$ cat config.mk
export PLATFORM = sky130hd
export DESIGN_NAME = tt_fitness_eval
export DESIGN_NICKNAME = d
export VERILOG_FILES = /design/src/rtl/tt_fitness_eval.sv
export SDC_FILE = /design/constraint.sdc
export NUM_CORES = 1
export LEC_CHECK = 0
export BUFFER_PORTS_ARGS = -buffer_cell sky130_fd_sc_hd__clkbuf_2
export CORE_MARGIN = 3
export CORE_UTILIZATION = 45
export CTS_BUF_LIST = sky130_fd_sc_hd__clkbuf_2 sky130_fd_sc_hd__clkbuf_4 sky130_fd_sc_hd__clkbuf_8
export CTS_CLUSTER_SIZE = 14
export DETAILED_ROUTE_END_ITERATION = 10
export RECOVER_POWER = 50
export SLEW_MARGIN = 5
export SYNTH_ARGS = -nofsm -noshare
export SYNTH_HDL_FRONTEND = slang
export SYNTH_SLANG_ARGS = --single-unit
$ cat constraint.sdc
create_clock -name clk -period 21.2 [get_ports clk]
set_input_delay 1.06 -clock clk [delete_from_list [all_inputs] [get_ports clk]]
set_output_delay 1.06 -clock clk [all_outputs]
set_load 0.02 [all_outputs]
$ cat src/rtl/tt_fitness_eval.sv
module tt_fitness_eval #(
  parameter int N_IN      = 4,
  parameter int N_OUT     = 3,
  parameter int N_CELLS   = 8,
  parameter int MAX_FANIN = 8,
  parameter int FRAC      = 8,
  parameter int FW        = $clog2(MAX_FANIN + 1),
  parameter int FIT_W     = $clog2((100 << FRAC) + ((N_CELLS * (MAX_FANIN - 1)) << FRAC) + 1)
) (
  input  logic                    clk,
  input  logic                    rst_n,
  input  logic                    start,
  output logic                    done,
  output logic [N_IN-1:0]         vec_out,
  input  logic [N_OUT-1:0]        cut_resp,
  output logic [N_IN-1:0]         exp_addr,
  input  logic [N_OUT-1:0]        exp_data,
  input  logic [N_CELLS*FW-1:0]   cell_fanin,
  input  logic [N_CELLS-1:0]      cell_active,
  output logic [FIT_W-1:0]        fitness
);
  localparam int P      = 1 << N_IN;
  localparam int MP     = N_OUT * P;
  localparam int SCALE  = 100 << FRAC;
  localparam int ERR_W  = $clog2(MP + 1);
  localparam int PROD_W = $clog2(SCALE + 1) + ERR_W;
  localparam int OPT_W  = $clog2(N_CELLS * MAX_FANIN + 1);

  typedef enum logic [1:0] {S_IDLE, S_APPLY, S_CHECK, S_SCORE} state_t;
  state_t state;

  logic [ERR_W-1:0]  err;
  logic              busy;
  logic [PROD_W-1:0] prod, penalty;
  logic [FIT_W-1:0]  func_q;
  logic [FW-1:0]     maxp;
  logic [OPT_W-1:0]  usedp, opt;

  assign busy     = (state != S_IDLE);
  assign exp_addr = vec_out;
  assign prod     = PROD_W'(SCALE) * PROD_W'(err);
  assign penalty  = prod / PROD_W'(MP);
  assign func_q   = FIT_W'(SCALE) - FIT_W'(penalty);

  always_comb begin
    logic [FW-1:0] pr;
    maxp  = '0;
    usedp = '0;
    for (int i = 0; i < N_CELLS; i++) begin
      pr = (cell_fanin[i*FW +: FW] == '0) ? '0 : cell_fanin[i*FW +: FW] - 1'b1;
      if (pr > maxp) maxp = pr;
      if (cell_active[i]) usedp = usedp + OPT_W'(pr);
    end
  end

  assign opt = OPT_W'(OPT_W'(N_CELLS) * OPT_W'(maxp)) - usedp;

  always_ff @(posedge clk or negedge rst_n) begin
    if (!rst_n) begin
      state   <= S_IDLE;
      vec_out <= '0;
      err     <= '0;
      done    <= 1'b0;
      fitness <= '0;
    end else begin
      done <= 1'b0;
      unique case (state)
        S_IDLE: if (start) begin
          state   <= S_APPLY;
          vec_out <= '0;
          err     <= '0;
        end
        S_APPLY: state <= S_CHECK;
        S_CHECK: begin
          err <= err + ERR_W'($countones(cut_resp ^ exp_data));
          if (&vec_out) state <= S_SCORE;
          else begin
            vec_out <= vec_out + 1'b1;
            state   <= S_APPLY;
          end
        end
        S_SCORE: begin
          fitness <= func_q + ((err == '0) ? (FIT_W'(opt) << FRAC) : '0);
          done    <= 1'b1;
          state   <= S_IDLE;
        end
      endcase
    end
  end
endmodule

# == Word level (Yosys, flattened, before mapping) ==
# Index checks and enable logic that the tools add are counted.
# op_classes
addsub,22
multipliers,1
div_mod_pow,1
order_cmp,8
eq_ne,5
n_mux,34
bitwise,1
n_reduce_logical,14
# op_table
cell,n
two-way mux 4 bit,19
adder 7 x 4 -> 7 bit,7
two-way mux 7 bit,7
zero test 4 bit,8
subtractor 4 x 1 -> 4 bit (second input constant),8
greater-than comparator 4 bit,7
divider 21 x 6 -> 21 bit (second input constant),1
adder 16 x 15 -> 16 bit,1
subtractor 15 x 16 -> 16 bit (first input constant),1
two-way mux 15 bit,1
one-hot mux 6 bit (2 select lines),1
multiplier 5 x 6 -> 11 bit (first input constant),1
one-hot mux 2 bit (4 select lines),1
one-hot mux 4 bit (2 select lines),1
subtractor 7 bit,1
adder 6 x 3 -> 6 bit,1
zero test 6 bit,1
two-way mux 6 bit,1
adder 4 x 1 -> 4 bit (second input constant),1
== test 2 bit (second input constant),2
greater-than comparator 4 x 1 -> 1 bit (second input constant),1
two-way mux 2 bit,2
!= test 2 bit (second input constant),2
AND reduction 4 bit,1
9 further kinds,9
# totals
regBits,29
in_bits,49
elab_cells,91

# == Logic depth before layout (Yosys ltp) ==
# Gate-level depths: netlist of run 1.
# depth
word_depth,21
depth_mapped,71
ltp_nobuf,71

# == Worst setup path after synthesis of run 1 ==
# No wires, ideal clock.
# synth_timing
kind,input-to-reg
from,in cell_fanin[5]
to,reg fitness[15]
arrival_time_ps,12138
t_required_ps,21118
slack_ps,8980
stages,65
n_path_buf,0
cell_sequence,or2_2 -> o21ai_0 -> ha_1 -> nor2b_1 -> o21ai_0 -> nand2b_1 -> a21oi_1 -> a41o_1 -> mux2i_1 -> ha_1 -> nor2b_1 -> o21ai_0 -> nand2b_1 -> a21oi_1 -> a41o_1 -> mux2i_1 -> inv_1 -> ha_1 -> [29 not listed] -> nor2b_1 -> o21ai_0 -> nand2b_1 -> a21oi_1 -> a41o_1 -> o21ai_0 -> ha_1 -> a41o_1 -> a21oi_1 -> xnor2_1 -> nand2_1 -> ha_1 -> inv_1 -> ha_1 -> or3_1 -> o211a_1 -> or3_1 -> a31oi_1
# synth_between
elab_chain_len,19
word_cells_on_any_way,34
cone_classes,add/sub (10); order compare (7); mux (16); reduce/logical (1)
# synth_lines
element,line,source
from (decl),18,"input logic [N_CELLS*FW-1:0] cell_fanin,"
subtractor 4 x 1 -> 4 bit / zero test 4 bit (equally long branches),50,pr = (cell_fanin[i*FW +: FW] == '0) ? '0 : cell_fanin[i*FW +: FW] - 1'b1;
two-way mux 4 bit (*),50,
adder 7 x 4 -> 7 bit / greater-than comparator 4 bit (equally long branches),"52, 51",
two-way mux 7 bit / two-way mux 4 bit (equally long branches),"52, 51",
adder 7 x 4 -> 7 bit / greater-than comparator 4 bit (equally long branches),"52, 51",
two-way mux 7 bit / two-way mux 4 bit (equally long branches),"52, 51",
adder 7 x 4 -> 7 bit / greater-than comparator 4 bit (equally long branches),"52, 51",
two-way mux 7 bit / two-way mux 4 bit (equally long branches),"52, 51",
[3 not listed],--,
two-way mux 7 bit / two-way mux 4 bit (equally long branches),"52, 51",
adder 7 x 4 -> 7 bit / greater-than comparator 4 bit (equally long branches),"52, 51",
two-way mux 7 bit / two-way mux 4 bit (equally long branches),"52, 51",
adder 7 x 4 -> 7 bit / greater-than comparator 4 bit (equally long branches),"52, 51",
two-way mux 7 bit / two-way mux 4 bit (equally long branches),"52, 51",
subtractor 7 bit (*),56,assign opt = OPT_W'(OPT_W'(N_CELLS) * OPT_W'(maxp)) - usedp;
two-way mux 15 bit (*),83,fitness <= func_q + ((err == '0) ? (FIT_W'(opt) << FRAC) : '0);
adder 16 x 15 -> 16 bit (*),83,
to (signal assigned),83,
to (decl),20,output logic [FIT_W-1:0] fitness
# Every way passes the cells marked *; elsewhere a longest branch is shown, timed or not.
# A chain may end at the register's enable or synchronous reset.

# == Worst setup path in the final report of run 1 ==
# Ends and elaborated chain as after synthesis.

==> results of run 1 <==
-- metrics by stage --
step | instances | worst slack [ns]
floorplan | 980 | 8.98
global placement | 1232 | 8.05
detailed placement | 1232 | 7.69
CTS | 1240 | 7.97
global route | 1240 | 6.84
finish | 1240 | 7.91
-- cell type report --
cell class	count	area, um2	area share [%]
inverter	73	274	3.42
clock buffer	5	68.8	0.860
tap	216	270	3.38
multi-input combinational	838	6270	78.3
clock inverter	3	17.5	0.219
timing repair buffer	76	378	4.72
sequential	29	726	9.06
-- cell usage in the layout (no fill, tap or decap), types with 5 or more instances in the layout --
master | netlist | layout
o211ai_1 | 10 | 10
a21oi_1 | 65 | 65
nor2b_1 | 32 | 32
nor3_1 | 29 | 29
a211oi_1 | 12 | 12
clkbuf_1 | 20 | 8
a21o_1 | 17 | 17
dfrtp_1 | 29 | 29
o21a_1 | 15 | 15
mux2i_1 | 18 | 18
a41o_1 | 9 | 9
nand4_1 | 7 | 7
nor2_1 | 63 | 63
o22ai_1 | 8 | 8
nor3b_1 | 6 | 6
nand3_1 | 22 | 22
a31oi_1 | 13 | 13
and3_1 | 7 | 7
xnor2_1 | 34 | 34
o21bai_1 | 5 | 5
o31ai_1 | 9 | 9
fa_1 | 10 | 10
nand2_1 | 87 | 87
and2_1 | 6 | 6
nand2b_1 | 14 | 14
nor4_1 | 6 | 6
o21ai_1 | 6 | 6
o21ai_0 | 75 | 75
clkbuf_8 | 0 | 5
or2_2 | 7 | 7
or3_1 | 5 | 5
ha_1 | 112 | 112
clkbuf_2 | 0 | 65
xor2_1 | 16 | 16
inv_1 | 70 | 70
mux2_2 | 25 | 25
-- registers in the layout, indices dropped and copies added, names as in the netlist --
register  cells
state         2
done          1
fitness      16
err           6
exp_addr      4
-- worst max-delay path: cells and delay by family --
| kind | cells | cell delay (ns) |
|---|---|---|
| simple gates | 19 | 2.54 |
| xor+xnor | 1 | 0.13 |
| fa+ha+maj | 10 | 2.99 |
| buf+inv | 4 | 0.28 |
| compound gates | 29 | 5.29 |
| mux | 4 | 1.18 |
-- worst max path at each step --
stage	from	to	slack [ns]	cells past startpoint
floorplan	cell_fanin[5]	fitness[15]	8.98	65
global placement	cell_fanin[5]	fitness[15]	8.05	68
detailed placement	cell_fanin[5]	fitness[15]	7.69	68
CTS	cell_fanin[5]	fitness[15]	7.97	67
global route	cell_fanin[5]	fitness[15]	6.84	68
finish	cell_fanin[5]	fitness[15]	7.91	67
-- logic make-up (layout without fill, tap and decap cells) --
| kind of cell | count (synthesis) | in the layout | share of synthesized area (%) |
|---|---|---|---|
| buf+inv | 113 | 157 | 6.41 |
| xor+xnor | 51 | 51 | 6.07 |
| mux | 44 | 44 | 6.36 |
| flops | 29 | 29 | 9.71 |
| compound gates | 303 | 303 | 27.8 |
| simple gates | 318 | 318 | 22.2 |
| fa+ha+maj | 122 | 122 | 21.4 |
-- routing by layer --
layer  up-vias  routed length [um]  global-route usage (%)  share of wire [%]
met5         -                   0                       0                  0
met4         0                 139                    3.22               0.79
met3        16                 550                    1.42                3.1
met2       138                8320                    32.7                 47
met1      3241                8560                    26.3                 49
li1       3700                   -                       -                  -
==> impl_metrics.csv, run 1 <==
group,metric,value,unit
outcome,status,"finished, violations left",
outcome,violations,"capacitance limit, slew limit",
clock_tree,ctsResizeCount,0,
critical_path,reg2reg_from,"err[2]",
clock_tree,post_cts_buffers,0,
routing,ant_nets,0,
min_path,hp-class,"reg -> reg",
logic_synthesis,synth_ff_type,"dfrtp_1",
final_layout,final_util,49.9,%
grt,gr-total-overflow,0,
final_layout,fillCellCount,1640,
logic_synthesis,async_reset_ff_share,100,%
final_layout,areaGrowthSynthToFinish,7.08,%
timing,finClkSkew,0.00568,ns
logic_synthesis,synth_edf_count,0,
critical_path,timing.rr.end,"fitness[15]",
grt,grt_pass1_wl,29800,um
placement,dp_hpwl,14200,um
floorplanning,die-area,18200,um2
critical_path,cp_slowest_cell,"o21ai_0",
job,maxCapViolCount,1,
floorplanning,start_util,46.6,%
floorplanning,io_pins,74,
routing,drt_iter0_markers,484,
min_path,hold_end,"fitness[11]",
clock_tree,cts_hold_buf,0,
final_layout,drive_above_1_share,14.4,%
timing,rsz0062_at_grt,"false",
logic_synthesis,yosys_warnings,0,
clock_tree,cts_buffers,5,
logic_synthesis,synth_most_common_cell,"ha_1",
final_layout,nets,1194,
logic_synthesis,syn_nets,1151,
critical_path,critPathCaptureType,"flop",
clock_tree,cts_tree,"done",
clock_tree,clock_latency,0.29,ns
placement,io_buffers,73,
placement,placed_area,7930,um2
routing,vias,7095,
clock_tree,htree_levels,2,
logic_synthesis,syn_inst,980,
timing,slew_viol_final,30,
min_path,hold_depth,2,
logic_synthesis,ys_ff_latch,29,
timing,tns,0,ns
logic_synthesis,synth_area_leader_cell,"ha_1",
logic_synthesis,yosysSeqAreaShare,9.71,%
logic_synthesis,yosys-top-cells-count,"112 x ha_1, 87 x nand2_1, 75 x o21ai_0",
routing,route.detailed.drc,0,
logic_synthesis,yosysTopAreaCellShare,18.7,%
critical_path,cp_max_fo,7,
critical_path,worstPathRequired,21.40,ns
min_path,hp-start,"fitness[11]",
logic_synthesis,synth_area_leaders,"ha_1 19%, dfrtp_1 9.7%, o21ai_0 5.0%, nand2_1 4.4%, a21oi_1 4.4%",
timing,period_minus_slack,13.29,ns
critical_path,cp-start-kind,"primary input",
grt,grt_usage,19.0,%
final_layout,antenna_cells,0,
timing,max_slew_margin,-8.99,%
routing,dr.pass1.iters,5,
floorplanning,dieHeight,135,um
critical_path,cp.arrival,13.49,ns
routing,wl,17600,um
timing,hold_viol_final,0,
placement,place_congestion,0.866,
timing,fmax,75.3,MHz
clock_tree,cts_root_buffer,"clkbuf_8",
floorplanning,row_count,46,
grt,antenna_found_initial,0,
critical_path,cpPeakStageDelay,0.51,ns
clock_tree,clock-sinks,29,
logic_synthesis,yosys.cell_types.count,93,
logic_synthesis,synthesis.area,7480,um2
clock_tree,worst_setup_hold_path_clk_slew,0.07,ns
critical_path,ff2ff_path_depth,44,
timing,holdWs,0.477,ns
timing,tightest_slew,1.63,ns
floorplanning,core_area,16100,um2
timing,fin_crit_sh,62.7,%
routing,vias_per_cell,5.72,
critical_path,crit_type,"in -> reg",
critical_path,r2r_setup_slack,9.62,ns
floorplanning,die_w,135,um
logic_synthesis,syn_area_per_cell,7.63,um2
final_layout,design_area,8010,um2
routing,wl_per_cell,14.2,um
timing,setup_violations,0,
grt,grt_max_degree,30,
grt,first_global_vias,6474,
clock_tree,cts_max_path_buffers,2,
Power of run 1 is left out: the tool's default activity adds up to more than one toggle a clock period on the data nets, which glitch-free logic cannot reach.
==> run 2: changes to the inputs <==
==> constraint.sdc (replaced) <==
create_clock -name clk -period 13 [get_ports clk]
set_input_delay 0.65 -clock clk [delete_from_list [all_inputs] [get_ports clk]]
set_output_delay 0.65 -clock clk [all_outputs]
set_load 0.02 [all_outputs]
==> run 2 against run 1 <==
Net effect:
- the flow still finishes with violations (capacitance limit, slew limit)
- critical path type unchanged
- worst hold slack got worse by 0.0016 ns
- sequential cell count unchanged
- non-clock buffer count increased by 5
==> impl_metrics.csv, run 2 (synthesized netlist as in run 1, its figures left out) <==
group,metric,value,unit
final_layout,layout_common_cells,"112 x ha_1, 87 x nand2_1, 73 x o21ai_0",
final_layout,nets,1199,
critical_path,cp.arrival,12.38,ns
floorplanning,dieHeight,135,um
floorplanning,die_w,135,um
timing,tightest_slew,1.63,ns
critical_path,reg2reg_from,"err[2]",
floorplanning,core_area,16100,um2
final_layout,drive_above_1_share,15.3,%
min_path,hp-class,"reg -> reg",
final_layout,largest_reg_flops,16,
placement,io_buffers,73,
timing,hold_viol_final,0,
final_layout,final_common_cell,"ha_1",
critical_path,ff2ff_path_depth,46,
final_layout,multiInputGateArea,6290,um2
min_path,hp-start,"fitness[1]",
job,maxCapViolCount,1,
grt,grt_pass1_wl,29900,um
final_layout,regMostFlops,"fitness",
critical_path,crit_type,"in -> reg",
clock_tree,cts_buffers,5,
critical_path,critPathCaptureType,"flop",
routing,vias,7090,
routing,dr.pass1.iters,5,
final_layout,antenna_cells,0,
critical_path,cp-start-kind,"primary input",
timing,period_minus_slack,12.17,ns
grt,grt_usage,19.0,%
floorplanning,die-area,18200,um2
routing,route.detailed.drc,0,
clock_tree,clock-sinks,29,
timing,fin_ws,0.832,ns
final_layout,areaGrowthSynthToFinish,7.80,%
grt,antenna_found_initial,0,
final_layout,ff_latch_area,726,um2
routing,drt_iter0_markers,532,
critical_path,worstPathRequired,13.21,ns
final_layout,design_area,8060,um2
placement,placed_area,7950,um2
routing,vias_per_cell,5.69,
clock_tree,cts_hold_buf,0,
timing,fin_crit_sh,93.6,%
clock_tree,htree_levels,2,
timing,slew_viol_final,30,
floorplanning,start_util,46.6,%
timing,max_slew_margin,-8.88,%
timing,setup_violations,0,
final_layout,fillCellCount,1624,
grt,gr-total-overflow,0,
routing,wl_per_cell,14.3,um
clock_tree,cts_tree,"done",
critical_path,timing.rr.end,"fitness[15]",
critical_path,cpPeakStageDelay,0.37,ns
placement,dp_hpwl,14200,um
critical_path,cp_slowest_cell,"mux2_2",
timing,finClkSkew,0.00427,ns
placement,place_congestion,0.852,
outcome,violations,"capacitance limit, slew limit",
routing,ant_nets,0,
placement,post-place-ws,0.139,ns
grt,grt_max_degree,30,
min_path,hold_depth,2,
routing,wl,17900,um
critical_path,cp_max_fo,7,
outcome,status,"finished, violations left",
clock_tree,worst_setup_hold_path_clk_slew,0.07,ns
timing,fmax,82.2,MHz
grt,first_global_vias,6463,
clock_tree,cts_max_path_buffers,2,
min_path,hold_end,"fitness[1]",
floorplanning,row_count,46,
clock_tree,cts_root_buffer,"clkbuf_8",
floorplanning,io_pins,74,
critical_path,crit_top_cell,"ha_1",
clock_tree,clock_latency,0.29,ns
critical_path,r2r_setup_slack,1.22,ns
run 2: critical path, delay by kind of cell:
family	cells	cell delay (ns)
AOI/OAI and AO/OA	29	4.69
adders and majority gates	10	2.83
and+or+nand+nor	20	2.59
muxes	4	1.09
buffers and inverters	5	0.35
xor gates and xnor gates	1	0.13
run 2: what timing repair did:
item / in CTS / in global routing
setup buffers: 0 / 2
gates resized for setup: 0 / 10
endpoints found under the setup margin: 0 / 3
run 2: layout make-up:
cell class                 instances  area share (%)
timing repair buffer              81            5.11
inverter                          73            3.40
clock buffer                       5           0.854
tap                              216            3.35
multi-input combinational        838            78.1
clock inverter                     3           0.217
sequential                        29            9.00
run 2: stage by stage:
stage          TNS [ns]  utilization, %  hold slack, ns  cells
6_report              0            50.2           0.476   1245
2_1_floorplan         0               -           0.354    980
3_5_place_dp          0            49.5           0.465   1235
5_1_grt         -0.0258            50.2           0.504   1245
4_1_cts               0            50.1           0.447   1243
3_3_place_gp          0            49.5           0.466   1235
run 2: worst max-delay path by stage:
| stage | endpoint | startpoint |
|---|---|---|
| global placement | fitness[15] | cell_fanin[1] |
| finish | fitness[15] | cell_fanin[1] |
| CTS | fitness[15] | cell_fanin[1] |
| global route | fitness[15] | cell_fanin[1] |
| floorplan | fitness[15] | cell_fanin[5] |
| detailed placement | fitness[15] | cell_fanin[1] |
run 2: per-layer routing:
layer,vias to the layer above,wire (um),GRT usage [%]
met5,-,0,0
met4,0,129,2.55
met3,15,580,1.42
met2,140,8510,32.6
met1,3235,8630,26.7
li1,3700,-,-
Power of run 2 is left out for the same reason.
